File: config.mk
export PLATFORM = sky130hd
export DESIGN_NAME = flash_cmd_decoder
export DESIGN_NICKNAME = d
export VERILOG_FILES = /design/src/rtl/flash_cmd_pkg.sv /design/src/rtl/flash_cmd_match.sv /design/src/rtl/flash_cmd_flags.sv /design/src/rtl/flash_cmd_fsm.sv /design/src/rtl/flash_cmd_decoder.sv
export SDC_FILE = /design/constraint.sdc
export NUM_CORES = 1
export LEC_CHECK = 0
export BUFFER_PORTS_ARGS = -buffer_cell sky130_fd_sc_hd__buf_4
export CELL_PAD_IN_SITES_DETAIL_PLACEMENT = 1
export CELL_PAD_IN_SITES_GLOBAL_PLACEMENT = 2
export CORE_MARGIN = 2
export CORE_UTILIZATION = 26
export CTS_CLUSTER_DIAMETER = 200
export DETAILED_ROUTE_END_ITERATION = 7
export PLACE_DENSITY_LB_ADDON = 0.3
export SLEW_MARGIN = 10
export SYNTH_ARGS = -nofsm -noshare
export SYNTH_HDL_FRONTEND = slang
export SYNTH_HIERARCHICAL = 1
export SYNTH_SLANG_ARGS = --single-unit
File: constraint.sdc
create_clock -name clk -period 2.55 [get_ports clk]
set_clock_uncertainty 0.15 [all_clocks]
set_input_delay 0 -clock clk [delete_from_list [all_inputs] [get_ports clk]]
set_output_delay 0 -clock clk [all_outputs]
set_load 0.05 [all_outputs]
File: src/rtl/flash_cmd_pkg.sv
package flash_cmd_pkg;

  typedef enum logic [3:0] {
    OP_NONE        = 4'd0,
    OP_RESET       = 4'd1,
    OP_PROGRAM     = 4'd2,
    OP_CHIP_ERASE  = 4'd3,
    OP_BLOCK_ERASE = 4'd4,
    OP_ID_READ     = 4'd5,
    OP_HIDDEN_IN   = 4'd6,
    OP_HIDDEN_OUT  = 4'd7,
    OP_QUERY       = 4'd8,
    OP_FAST_SET    = 4'd9,
    OP_FAST_CLR    = 4'd10,
    OP_SUSPEND     = 4'd11,
    OP_RESUME      = 4'd12
  } op_e;

  typedef enum logic [3:0] {
    ST_IDLE, ST_UNLK1, ST_UNLK2, ST_PROG, ST_ERS1, ST_ERS2,
    ST_ERS3, ST_EXIT, ST_FPROG, ST_FCLR
  } st_e;

  localparam logic [7:0] C_UNLK1   = 8'hAA;
  localparam logic [7:0] C_UNLK2   = 8'h55;
  localparam logic [7:0] C_RESET   = 8'hF0;
  localparam logic [7:0] C_PROG    = 8'hA0;
  localparam logic [7:0] C_ERASE   = 8'h80;
  localparam logic [7:0] C_CHIP    = 8'h10;
  localparam logic [7:0] C_BLOCK   = 8'h30;
  localparam logic [7:0] C_ID      = 8'h90;
  localparam logic [7:0] C_HID     = 8'h88;
  localparam logic [7:0] C_FAST    = 8'h20;
  localparam logic [7:0] C_QUERY   = 8'h98;
  localparam logic [7:0] C_SUSPEND = 8'hB0;
  localparam logic [7:0] C_RESUME  = 8'h30;
  localparam logic [7:0] C_ZERO    = 8'h00;

  // flag vector positions
  localparam int F_FAST = 0;
  localparam int F_HID  = 1;
  localparam int F_SUSP = 2;
  localparam int NFLAGS = 3;

endpackage

File: src/rtl/flash_cmd_match.sv
module flash_cmd_match #(
  parameter int UNLK_W = 11,
  parameter logic [UNLK_W:0] U1_WORD = 12'h555,
  parameter logic [UNLK_W:0] U2_WORD = 12'h2AA,
  parameter logic [UNLK_W:0] Q_WORD  = 12'h055,
  parameter logic [UNLK_W:0] U1_BYTE = 12'hAAA,
  parameter logic [UNLK_W:0] U2_BYTE = 12'h555,
  parameter logic [UNLK_W:0] Q_BYTE  = 12'h0AA
) (
  input  logic [UNLK_W:0] addr_lo,
  input  logic            byte_mode,
  output logic            hit_u1,
  output logic            hit_u2,
  output logic            hit_q
);
  localparam int BW = UNLK_W + 1;

  logic [BW-1:0] cmp_addr;

  // word mode compares only the low UNLK_W bits
  assign cmp_addr = byte_mode ? addr_lo : {1'b0, addr_lo[UNLK_W-1:0]};

  assign hit_u1 = cmp_addr == (byte_mode ? U1_BYTE : U1_WORD);
  assign hit_u2 = cmp_addr == (byte_mode ? U2_BYTE : U2_WORD);
  assign hit_q  = cmp_addr == (byte_mode ? Q_BYTE  : Q_WORD);
endmodule

File: src/rtl/flash_cmd_flags.sv
module flash_cmd_flags #(
  parameter int N = 3
) (
  input  logic         clk,
  input  logic         rst_n,
  input  logic [N-1:0] set_i,
  input  logic [N-1:0] clr_i,
  output logic [N-1:0] flag_o
);
  for (genvar i = 0; i < N; i++) begin : g_flag
    always_ff @(posedge clk) begin
      if (!rst_n)         flag_o[i] <= 1'b0;
      else if (clr_i[i])  flag_o[i] <= 1'b0;
      else if (set_i[i])  flag_o[i] <= 1'b1;
    end
  end
endmodule

File: src/rtl/flash_cmd_fsm.sv
module flash_cmd_fsm
  import flash_cmd_pkg::*;
#(
  parameter int ADDR_W = 22
) (
  input  logic              clk,
  input  logic              rst_n,
  input  logic              fire,
  input  logic [ADDR_W-1:0] addr,
  input  logic [15:0]       data,
  input  logic              byte_mode,
  input  logic              busy,
  input  logic              hit_u1,
  input  logic              hit_u2,
  input  logic              hit_q,
  input  logic [NFLAGS-1:0] flags,
  output logic [NFLAGS-1:0] set_o,
  output logic [NFLAGS-1:0] clr_o,
  output logic              op_valid,
  output logic [3:0]        op_code,
  output logic [ADDR_W-1:0] op_addr,
  output logic [15:0]       op_data
);
  st_e        st, st_n;
  op_e        op_n;
  logic [7:0] cmd;

  assign cmd = data[7:0];

  always_comb begin
    st_n  = st;
    op_n  = OP_NONE;
    set_o = '0;
    clr_o = '0;
    if (fire) begin
      st_n = ST_IDLE;
      unique case (st)
        ST_IDLE: begin
          if (busy) begin
            if (cmd == C_SUSPEND && !flags[F_SUSP]) begin
              op_n = OP_SUSPEND;
              set_o[F_SUSP] = 1'b1;
            end
          end else if (flags[F_SUSP] && cmd == C_RESUME) begin
            op_n = OP_RESUME;
            clr_o[F_SUSP] = 1'b1;
          end else if (cmd == C_RESET) begin
            op_n = OP_RESET;
          end else if (flags[F_FAST] && cmd == C_PROG) begin
            st_n = ST_FPROG;
          end else if (flags[F_FAST] && cmd == C_ID) begin
            st_n = ST_FCLR;
          end else if (cmd == C_UNLK1 && hit_u1) begin
            st_n = ST_UNLK1;
          end else if (cmd == C_QUERY && hit_q) begin
            op_n = OP_QUERY;
          end
        end
        ST_UNLK1: if (cmd == C_UNLK2 && hit_u2) st_n = ST_UNLK2;
        ST_UNLK2: begin
          if (hit_u1) begin
            case (cmd)
              C_PROG:  st_n = ST_PROG;
              C_ERASE: st_n = ST_ERS1;
              C_ID: begin
                if (flags[F_HID]) st_n = ST_EXIT;
                else              op_n = OP_ID_READ;
              end
              C_HID: begin
                op_n = OP_HIDDEN_IN;
                set_o[F_HID] = 1'b1;
              end
              C_FAST: begin
                op_n = OP_FAST_SET;
                set_o[F_FAST] = 1'b1;
              end
              default: ;
            endcase
          end
        end
        ST_PROG, ST_FPROG: op_n = OP_PROGRAM;
        ST_ERS1: if (cmd == C_UNLK1 && hit_u1) st_n = ST_ERS2;
        ST_ERS2: if (cmd == C_UNLK2 && hit_u2) st_n = ST_ERS3;
        ST_ERS3: begin
          if (cmd == C_CHIP && hit_u1) op_n = OP_CHIP_ERASE;
          else if (cmd == C_BLOCK)     op_n = OP_BLOCK_ERASE;
        end
        ST_EXIT: begin
          if (cmd == C_ZERO) begin
            op_n = OP_HIDDEN_OUT;
            clr_o[F_HID] = 1'b1;
          end
        end
        ST_FCLR: begin
          if (cmd == C_RESET || cmd == C_ZERO) begin
            op_n = OP_FAST_CLR;
            clr_o[F_FAST] = 1'b1;
          end
        end
        default: ;
      endcase
    end
  end

  always_ff @(posedge clk) begin
    if (!rst_n) begin
      st       <= ST_IDLE;
      op_valid <= 1'b0;
      op_code  <= OP_NONE;
      op_addr  <= '0;
      op_data  <= '0;
    end else begin
      st       <= st_n;
      op_valid <= op_n != OP_NONE;
      op_code  <= op_n;
      if (op_n != OP_NONE) begin
        op_addr <= addr;
        op_data <= byte_mode ? {8'h00, data[7:0]} : data;
      end
    end
  end
endmodule

File: src/rtl/flash_cmd_decoder.sv
module flash_cmd_decoder
  import flash_cmd_pkg::*;
#(
  parameter int ADDR_W = 22,
  parameter int UNLK_W = 11
) (
  input  logic              clk,
  input  logic              rst_n,
  input  logic              wr_valid,
  output logic              wr_ready,
  input  logic [ADDR_W-1:0] wr_addr,
  input  logic [15:0]       wr_data,
  input  logic              byte_mode,
  input  logic              busy,
  output logic              op_valid,
  output logic [3:0]        op_code,
  output logic [ADDR_W-1:0] op_addr,
  output logic [15:0]       op_data,
  output logic              fast_mode,
  output logic              hidden_mode,
  output logic              suspended
);
  logic              fire;
  logic              hit_u1, hit_u2, hit_q;
  logic [NFLAGS-1:0] flags, set_v, clr_v;

  assign wr_ready = 1'b1;
  assign fire     = wr_valid && wr_ready;

  flash_cmd_match #(.UNLK_W(UNLK_W)) u_match (
    .addr_lo  (wr_addr[UNLK_W:0]),
    .byte_mode(byte_mode),
    .hit_u1   (hit_u1),
    .hit_u2   (hit_u2),
    .hit_q    (hit_q)
  );

  flash_cmd_fsm #(.ADDR_W(ADDR_W)) u_fsm (
    .clk      (clk),
    .rst_n    (rst_n),
    .fire     (fire),
    .addr     (wr_addr),
    .data     (wr_data),
    .byte_mode(byte_mode),
    .busy     (busy),
    .hit_u1   (hit_u1),
    .hit_u2   (hit_u2),
    .hit_q    (hit_q),
    .flags    (flags),
    .set_o    (set_v),
    .clr_o    (clr_v),
    .op_valid (op_valid),
    .op_code  (op_code),
    .op_addr  (op_addr),
    .op_data  (op_data)
  );

  flash_cmd_flags #(.N(NFLAGS)) u_flags (
    .clk   (clk),
    .rst_n (rst_n),
    .set_i (set_v),
    .clr_i (clr_v),
    .flag_o(flags)
  );

  assign fast_mode   = flags[F_FAST];
  assign hidden_mode = flags[F_HID];
  assign suspended   = flags[F_SUSP];
endmodule

==> metrics.csv <==
metric,value,unit
#FFs+latches synth,50,
antenna violations before repair,0,
clock tree from TritonCTS,yes,
WL/cell,17.2,µm
arrival time of the worst setup path,2.64,ns
Static Leakage,1.97,nW
count of final max-slew check failures,0,
routing usage on met3,2.96,%
number of cells in the finished layout apart from fillers,677,
first-pass GRT wire length,18900,µm
dominant cells by area after synthesis,"sky130_fd_sc_hd__dfxtp_1 (34%), sky130_fd_sc_hd__mux2i_1 (11%), sky130_fd_sc_hd__nand2_1 (8.9%)",
number of sinks driven by the clock tree,50,
maximum capacitance violations,0,
startpoint class of the critical path,register,
GRT Overall Usage,18.7,%
die outline width,110,µm
DRC marker count from the first detailed-route iteration,122,
"Warnings, synthesis",6,
number of setup violations in the final report,6,
Longest Clk Path Bufs,2,
die boundary height,110,µm
worst hold-check slack,0.00845,ns
routability-driven placement congestion ratio,0.905,
most used routing layer,met2,
overall power,0.00195,W
number of ports placed on the die boundary,90,
residual antenna-violating net count after detailed routing,0,
number of flops mapped to enable cells by yosys,0,
clock-pin slew reported for the worst setup and hold paths after clock tree synthesis,0.07,ns
Setup TNS,-0.0376,ns
part of the cycle the worst path needs,101,%
leading cell types by count after synthesis,"sky130_fd_sc_hd__nand2_1 (70), sky130_fd_sc_hd__dfxtp_1 (50), sky130_fd_sc_hd__mux2i_1 (32)",
Skew-Pair Late Insertion Delay,0.29,ns
Final Critical Period,2.57,ns
count of TritonRoute iterations in the first routing pass,4,
gate count of the mapped netlist,362,
Starting Density,26.9,%
leading cell type by number of instances after synthesis,sky130_fd_sc_hd__nand2_1,
remaining global-route overflow,0,
DR vias/cell,5.04,
async set-reset flop share out of synthesis,0,%
Synth top area share,34.0,%
post-synth cell types,58,
met1 layer usage reported by global route,24.4,%
"area leader, netlist",sky130_fd_sc_hd__dfxtp_1,
"setup slack, reg-to-reg",-0.02,ns
std cell rows,38,
H-tree lvl count,2,
average size of a mapped cell,8.14,µm²
flip-flop cell with the highest count after synthesis,sky130_fd_sc_hd__dfxtp_1,
fill cell count,1310,
number of instances in the placed design,614,
endpoint type of the worst setup path,register,
DRT Wirelength,11600,µm
CTS Buf Count,5,
RSZ-0062 raised after global routing,yes,
fraction of final layout cells sized beyond drive strength 1,33.1,%
number of global-route vias before repair,3583,
core box area,10900,µm²
total power per unit cell area,397,nW/µm²
type of the setup path with the least slack,reg -> reg,
layout overhead on the synthesized area,66.6,%
DRC Markers,0,
outcome,"finished, violations left",
worst hold path class,in -> reg,
number of nets in the synthesized netlist,405,
met2 routing resource usage after global routing,31.7,%
area of the mapped netlist,2950,µm²
maximum vdd ir drop,250,µV
failing checks,setup timing,
layout net count,580,
"Req. time, crit path",2.62,ns
largest net degree at the start of global routing,41,
post-place setup slack,-0.263,ns
port bufs,88,
post-detail-place hpwl,8020,µm
worst-path fanout max,12,
antenna cell count,0,
fmax,389,MHz
register area share after synthesis,34.0,%
min setup slack post-route,-0.0188,ns
"Hold Vio Cnt, Final",0,
die area,12200,µm²
Via Count,3415,
root buf cell,sky130_fd_sc_hd__clkbuf_16,
## metal layers
| layer | part of all wire [%] | wire length [µm] |
|---|---|---|
| met1 | 45 | 5270 |
| met3 | 4.4 | 510 |
| met5 | 0 | 0 |
| met4 | 1.2 | 142 |
| met2 | 49 | 5690 |
## kinds of logic after synthesis
group / synth area share (%)
multiplexers: 10.9
AND/OR/NAND/NOR: 34.9
flip-flops: 34.0
AO/OA/AOI/OAI: 14.7
other: 0.127
buffers and inverters: 5.39
## timing repair
item,4_1_cts,5_1_grt
setup endpoints to repair,30,36
endpoints found under the hold margin,41,0
gates resized for setup,10,17
pin swaps,2,3
hold buffers,50,0
buffers inserted,2,2
cloned,1,1
## layout make-up
cell class	count	area, µm²	share of cell area [%]
multi-input combinational	281	1890	38.4
clock buffer	6	129	2.63
tap	140	175	3.57
inverter	6	22.5	0.459
timing repair buffer	193	1680	34.3
sequential	50	1000	20.5
clock inverter	1	7.51	0.153
## worst max-delay path, cell delays in order (launching register included)
cell	delay [ns]
sky130_fd_sc_hd__dfxtp_2	0.34
sky130_fd_sc_hd__or4_4	0.57
sky130_fd_sc_hd__or4_4	0.50
sky130_fd_sc_hd__and3_4	0.21
sky130_fd_sc_hd__a31oi_4	0.22
sky130_fd_sc_hd__buf_12	0.15
sky130_fd_sc_hd__buf_12	0.14
sky130_fd_sc_hd__mux2i_1	0.21
## power breakdown
part	internal [W]	total (W)	switching, W
Combinational	0.000215	0.000462	0.000247
Clock	0.000360	0.000670	0.000310
Sequential	0.000803	0.000816	0.0000127
Total	0.00138	0.00195	0.000570
## flip-flops by register name, summed over array words and instances, names as in the netlist
name	cells
u_fsm/op_addr	22
u_fsm/op_data	16
u_fsm/op_code	4
u_fsm/st	4
u_flags/flag_o	3
u_fsm/op_valid	1
## path summary, 6_finish.rpt
path                          from                end  cells after the start
hold / removal          wr_data[4]  u_flags/flag_o[1]                      4
setup reg to reg       u_fsm/st[3]   u_fsm/op_addr[6]                      7
hold reg to reg   u_fsm/op_data[4]   u_fsm/op_data[4]                      2
setup / recovery       u_fsm/st[3]   u_fsm/op_addr[6]                      7
## layout by cell type, fill, tap and decap left out, types with 2 or more instances in the layout
master	Yosys	routed
sky130_fd_sc_hd__a21oi_1	9	9
sky130_fd_sc_hd__nor4bb_4	0	2
sky130_fd_sc_hd__and4bb_1	3	3
sky130_fd_sc_hd__dfxtp_1	50	47
sky130_fd_sc_hd__and2_1	9	10
sky130_fd_sc_hd__nand4b_1	4	4
sky130_fd_sc_hd__o21ai_0	3	3
sky130_fd_sc_hd__mux2i_1	32	30
sky130_fd_sc_hd__nor4bb_1	4	2
sky130_fd_sc_hd__mux2i_2	0	2
sky130_fd_sc_hd__dfxtp_2	0	3
sky130_fd_sc_hd__buf_4	1	134
sky130_fd_sc_hd__or4_4	0	2
sky130_fd_sc_hd__nand3_1	3	3
sky130_fd_sc_hd__nand3b_1	3	3
sky130_fd_sc_hd__and3_4	0	2
sky130_fd_sc_hd__inv_1	4	4
sky130_fd_sc_hd__clkbuf_16	0	6
sky130_fd_sc_hd__dlygate4sd3_1	0	50
sky130_fd_sc_hd__nor2b_1	7	7
sky130_fd_sc_hd__clkinv_1	2	2
sky130_fd_sc_hd__a31oi_1	21	21
sky130_fd_sc_hd__nor3_1	10	8
sky130_fd_sc_hd__nor3b_2	3	3
sky130_fd_sc_hd__nand2b_1	4	4
sky130_fd_sc_hd__o211ai_1	8	8
sky130_fd_sc_hd__buf_6	5	2
sky130_fd_sc_hd__nand4_1	16	16
sky130_fd_sc_hd__buf_12	0	5
sky130_fd_sc_hd__nand2_1	70	70
sky130_fd_sc_hd__nor3_2	0	2
sky130_fd_sc_hd__a21o_1	4	4
sky130_fd_sc_hd__nor4_1	4	3
sky130_fd_sc_hd__or4_1	7	5
sky130_fd_sc_hd__nor2_1	24	23
## metrics by stage
step / area (µm²) / util (%)
2_1_floorplan: 2950 / -
3_3_place_gp: 4060 / 37.1
3_5_place_dp: 4060 / 37.1
6_report: 4910 / 44.9
5_1_grt: 4910 / 44.9
4_1_cts: 4790 / 43.8
Note: power is estimated with default switching activity, not from simulation.
